## config.mk

```make
export PLATFORM = sky130hd
export DESIGN_NAME = pwr_guard_seq
export DESIGN_NICKNAME = d
export VERILOG_FILES = /design/src/rtl/pwr_guard_pkg.sv /design/src/rtl/pg_flag_filter.sv /design/src/rtl/pg_state_ctl.sv /design/src/rtl/pwr_guard_seq.sv
export SDC_FILE = /design/constraint.sdc
export NUM_CORES = 1
export LEC_CHECK = 0
export ABC_AREA = 0
export BUFFER_PORTS_ARGS = -buffer_cell sky130_fd_sc_hd__clkbuf_2
export CORE_MARGIN = 10
export CORE_UTILIZATION = 40
export CTS_CLUSTER_SIZE = 8
export DETAILED_ROUTE_END_ITERATION = 10
export PLACE_DENSITY = 0.6
export SETUP_SLACK_MARGIN = 0.3
export SLEW_MARGIN = 20
export SYNTH_ARGS = -nofsm -noshare
export SYNTH_HDL_FRONTEND = slang
export SYNTH_SLANG_ARGS = --single-unit
```

## constraint.sdc

```tcl
create_clock -name clk -period 1.3 [get_ports clk]
set_input_delay 0.195 -clock clk [delete_from_list [all_inputs] [get_ports clk]]
set_output_delay 0.195 -clock clk [all_outputs]
set_load 0.005 [all_outputs]
```

## src/rtl/pwr_guard_pkg.sv

```systemverilog
package pwr_guard_pkg;
  typedef enum logic [1:0] {
    ST_SEALED  = 2'd0,
    ST_NORMAL  = 2'd1,
    ST_PROT    = 2'd2,
    ST_BACKUP  = 2'd3
  } pg_state_e;

  localparam int NFLAG = 3;
  localparam int F_TRIP = 0;
  localparam int F_FULL = 1;
  localparam int F_SWO  = 2;

  function automatic pg_state_e pg_next(input pg_state_e cur, input logic trip,
                                        input logic full, input logic swo);
    pg_state_e n;
    n = cur;
    case (cur)
      ST_SEALED: if (full) n = ST_NORMAL; else if (trip) n = ST_PROT;
      ST_NORMAL: if (!swo) n = ST_BACKUP; else if (!trip) n = ST_PROT;
      ST_PROT:   if (!swo) n = ST_BACKUP; else if (full) n = ST_NORMAL;
      ST_BACKUP: if (swo) n = ST_PROT;
      default:   n = ST_SEALED;
    endcase
    return n;
  endfunction

  function automatic logic pg_protect(input pg_state_e s);
    return s != ST_NORMAL;
  endfunction

  function automatic logic pg_on_cell(input pg_state_e s);
    return s == ST_BACKUP;
  endfunction
endpackage

```

## src/rtl/pg_flag_filter.sv

```systemverilog
module pg_flag_filter #(
  parameter int HOLD = 4
) (
  input  logic clk,
  input  logic rst_n,
  input  logic raw,
  output logic filt
);
  localparam int CW = (HOLD < 2) ? 1 : $clog2(HOLD + 1);

  logic s1, s2;
  logic [CW-1:0] cnt;
  logic differs;

  assign differs = (s2 != filt);

  always_ff @(posedge clk or negedge rst_n) begin
    if (!rst_n) begin
      s1   <= 1'b0;
      s2   <= 1'b0;
      filt <= 1'b0;
      cnt  <= '0;
    end else begin
      s1 <= raw;
      s2 <= s1;
      if (!differs) begin
        cnt <= '0;
      end else if (cnt == CW'(HOLD - 1)) begin
        filt <= s2;
        cnt  <= '0;
      end else begin
        cnt <= cnt + 1'b1;
      end
    end
  end

  // filtered value only ever takes the synchronised value it replaced
  assert_filt_follows_R9: assert property (@(posedge clk) disable iff (!rst_n)
    !$stable(filt) |-> (filt == $past(s2)));
  // a change needs the synchronised input to disagree in the cycle before
  assert_filt_needs_diff_R9: assert property (@(posedge clk) disable iff (!rst_n)
    !$stable(filt) |-> $past(differs));
endmodule

```

## src/rtl/pg_state_ctl.sv

```systemverilog
module pg_state_ctl
  import pwr_guard_pkg::*;
(
  input  logic      clk,
  input  logic      rst_n,
  input  logic      trip_f,
  input  logic      full_f,
  input  logic      swo_f,
  output pg_state_e state,
  output logic      released
);
  pg_state_e nxt;

  always_comb nxt = pg_next(state, trip_f, full_f, swo_f);

  always_ff @(posedge clk or negedge rst_n) begin
    if (!rst_n) begin
      state    <= ST_SEALED;
      released <= 1'b0;
    end else begin
      state    <= nxt;
      released <= released | (nxt != ST_SEALED);
    end
  end

  assert_cell_sealed_R2: assert property (@(posedge clk) disable iff (!rst_n)
    !released |-> (state != ST_BACKUP));
  assert_sticky_R3: assert property (@(posedge clk) disable iff (!rst_n)
    released |=> released);
  assert_resume_full_R4: assert property (@(posedge clk) disable iff (!rst_n)
    (state == ST_NORMAL && $past(state) != ST_NORMAL) |-> $past(full_f));
  assert_cell_on_low_R6: assert property (@(posedge clk) disable iff (!rst_n)
    (state == ST_BACKUP && $past(state) != ST_BACKUP) |-> !$past(swo_f));
endmodule

```

## src/rtl/pwr_guard_seq.sv

```systemverilog
module pwr_guard_seq
  import pwr_guard_pkg::*;
#(
  parameter int HOLD = 4
) (
  input  logic       clk,
  input  logic       rst_n,
  input  logic       variant_sel,
  input  logic [1:0] trip_ok,
  input  logic [1:0] full_ok,
  input  logic       swo_ok,
  output logic       wr_block,
  output logic       dout_hiz,
  output logic       in_ignore,
  output logic       src_batt,
  output logic       seal_released
);
  logic [NFLAG-1:0] raw_flags;
  logic [NFLAG-1:0] filt_flags;
  pg_state_e        state;
  logic             protect;

  always_comb begin
    raw_flags         = '0;
    raw_flags[F_TRIP] = trip_ok[variant_sel];
    raw_flags[F_FULL] = full_ok[variant_sel];
    raw_flags[F_SWO]  = swo_ok;
  end

  for (genvar i = 0; i < NFLAG; i++) begin : g_filt
    pg_flag_filter #(.HOLD(HOLD)) u_filt (
      .clk  (clk),
      .rst_n(rst_n),
      .raw  (raw_flags[i]),
      .filt (filt_flags[i])
    );
  end

  pg_state_ctl u_ctl (
    .clk     (clk),
    .rst_n   (rst_n),
    .trip_f  (filt_flags[F_TRIP]),
    .full_f  (filt_flags[F_FULL]),
    .swo_f   (filt_flags[F_SWO]),
    .state   (state),
    .released(seal_released)
  );

  assign protect   = pg_protect(state);
  assign wr_block  = protect;
  assign dout_hiz  = protect;
  assign in_ignore = protect;
  assign src_batt  = pg_on_cell(state);

  assert_batt_protect_R11: assert property (@(posedge clk) disable iff (!rst_n)
    src_batt |-> wr_block);
  assert_sealed_no_cell_R2: assert property (@(posedge clk) disable iff (!rst_n)
    !seal_released |-> !src_batt);
  assert_reset_state_R1: assert property (@(posedge clk)
    !rst_n |-> (wr_block && !src_batt && !seal_released));
endmodule

```

==> flow_summary.yaml <==
clock_network:
  cts-root-buf: "clkbuf_4"
  cts_max_level: 1
  clock_latency_ns: 0.29
  cts.reportedPaths.clkPinSlew_ns: 0.11
  cts_inserted_buffers: 3
  cts-root-to-sink-buffers: 2
  cts_tree: "built"
  tritoncts_num_sinks: 21
sta:
  final_period_util_pct: 92.5
  finalWorstSetupSlack_ns: 0.0971
  max-slew-margin-rel_pct: 66.5
  final-max-slew-violation-count: 0
  setup_viol: 0
  finalHoldViolations: 0
  final_skew_ns: 0.00528
  achievable-frequency_mhz: 831
  timing.final.crit_period_ns: 1.20
  unrepaired_setup_endpoints_after_global_routing: "true"
  worst_pin_slew_ns: 0.503
  finalSetupTns_ns: 0
layout:
  layout.area.seq_um2: 531
  antenna_cells_inserted: 0
  syn2layout_area_growth_pct: 38.4
  final_cell_utilization_of_the_core_pct: 58.2
  layout_commonest_cell: "dfrtp_1"
  area_occupied_by_multi_input_gates_um2: 402
  final-instance-count-excl-fill: 109
  commonest_cells_after_routing_fill_and_taps_aside: "dfrtp_1, clkbuf_2, buf_4"
  final_net_count: 94
  fillers: 172
  post_route_cells_drive_above_1_share_pct: 59.8
die:
  fp.coreArea_um2: 1960
  die_footprint_um2: 4280
  initial_utilization_pct: 42.0
  die-height_um: 65.4
  num_io_pins: 13
  die_w_um: 65.4
  placementRows: 16
synthesis:
  syn_area_per_cell_um2: 14.2
  ys_warn_count: 0
  synth.ff_latch_count: 21
  postSynthNetCount: 69
  sequential_area_share_after_synthesis_pct: 63.7
  synthDistinctLibCells: 18
  synthesis.instances: 58
  synth_area_um2: 825
route:
  drc: 0
  dr.pass1.iters: 2
  totalWireLength_um: 1430
  drt.antenna.violating_nets: 0
  detail_route.wirelength.met1_um: 645
  viasPerCell: 4.76
  met3_wirelength_um: 76
  detailroute.via_count: 519
  route.met2.wl_um: 702
  wire_per_inst_um: 13.1
  top_signal_layer_used: "met4"
  drt_iter0_drc: 5
pwr:
  cellPowerDensity_nw_per_um2: 1880
  ir_drop_mv: 1.05
  cellLeakagePower_nw: 0.523
grt:
  grt-ovfl-total: 0
  grt_use_total_pct: 6.73
  number_of_global_route_vias_before_repair: 560
  grt_pass1_wl_um: 2330
  maximum_number_of_pins_on_one_net_before_global_route_repair: 22
  antenna_found_initial: 0
run_status:
  status: "complete, no violations"
critical_path:
  timing.critical_path.buf_inv: 0
  required_ns: 1.47
  crit_fanout: 5
  worst_ep_arrival_time_ns: 1.38
  critical-path-slowest-cell: "dfrtp_2"
  worst_setup_start_kind: "register"
  worstSetupEndpointType: "register"
  critical_path.cell_chain: "nor2_2, or4b_1"
  cpPeakStageDelay_ns: 0.46
  critical-path-top-delay-family: "simple AND/OR/NAND/NOR gates"
  setup.worst_path.class: "reg -> reg"
place:
  dpl.cell_count: 95
  dp_slack_ns: 0.186
  gp_routability_congestion: 0.669
  number_of_buffers_inserted_by_port_buffering: 12
hold_path:
  timing.hold.worst.class: "in -> reg"
run:
  timing.max_cap.violations: 0
-- final timing paths --
kind,from,to,slack (ns),cells past startpoint
max reg2reg,u_ctl.state[0],u_ctl.released,0.1,2
min in group asynchronous,rst_n,g_filt[1].u_filt.cnt[1],0.39,2
max,u_ctl.state[0],u_ctl.released,0.1,2
max in group asynchronous,rst_n,g_filt[0].u_filt.filt,0.54,2
min reg2reg,g_filt[1].u_filt.s1,g_filt[1].u_filt.s2,0.36,0
min,trip_ok[0],g_filt[0].u_filt.s1,0.11,2
-- cells by family (layout without fill, tap and decap cells) --
kind of cell               count (synthesis)  count (layout)  synth area share (%)
buffers and inverters                      3              27                  2.28
xor gates and xnor gates                   3               3                  3.19
AOI/OAI and AO/OA                          2               2                  1.97
and+or+nand+nor                           21              21                  17.5
adders and majority gates                  3               3                  4.55
muxes                                      5               5                  6.83
DFF                                       21              21                  63.7
-- registers in the layout, indices dropped and copies added (netlist names) --
register and cells:
g_filt.u_filt.s1 3, g_filt.u_filt.s2 3, u_ctl.released 1, g_filt.u_filt.filt 3
u_ctl.state 2, g_filt.u_filt.cnt 9
-- synthesized netlist by cell type --
cell type	instances	share of area, %
nand2b_1	2	1.5
buf_4	2	1.8
and4b_1	1	1.2
and3b_1	1	1.1
xnor2_1	3	3.2
ha_1	3	4.6
or4b_1	1	1.2
inv_1	1	0.45
o32ai_1	1	1.1
nor3_1	3	1.8
nor3b_1	5	4.6
mux2_1	4	5.5
a211oi_1	1	0.91
nor2b_1	5	3.8
dfrtp_1	21	64
and2_1	2	1.5
mux2_2	1	1.4
nor2_2	1	0.76
-- metal layers --
layer / vias to the layer above / GRT usage (%)
li1: 248 / -
met4: 0 / 2.41
met3: 2 / 3.22
met5: - / 0
met2: 10 / 10.6
met1: 259 / 7.78
-- area by class of cell --
class	count	area share (%)
flip-flops and latches	21	46.5
multi-input cells	34	35.2
repair buffers	22	12.6
well taps	27	2.96
clock buffers	3	1.97
clock inverters	1	0.439
inverters	1	0.329
-- through the flow --
step           area (µm²)  power, mW  hold slack [ns]
2_1_floorplan         866       1.35           -0.101
3_3_place_gp          945       1.47            0.189
3_5_place_dp          945       1.50            0.193
4_1_cts              1040       1.90            0.106
5_1_grt              1140       2.30            0.118
6_report             1140       2.15            0.112
-- worst register-to-register path, cell delays in order (launching register included) --
cell and delay, ns:
dfrtp_2 0.46, nor2_2 0.19, or4b_1 0.44
-- report_power, final --
group	internal, mW	total, mW	switching [mW]
combinational	0.545	0.833	0.289
sequential	0.825	1.02	0.190
clock	0.114	0.298	0.184
total	1.48	2.15	0.663
-- repair_timing --
item                                    4_1_cts  5_1_grt
gates resized for setup                       4       13
hold buffers                                  2        0
endpoints found under the hold margin        22        0
pin swaps                                     2        6
endpoints found under the setup margin       10       19
buffers inserted                              4        4
Power figures use the tool's default switching activity.
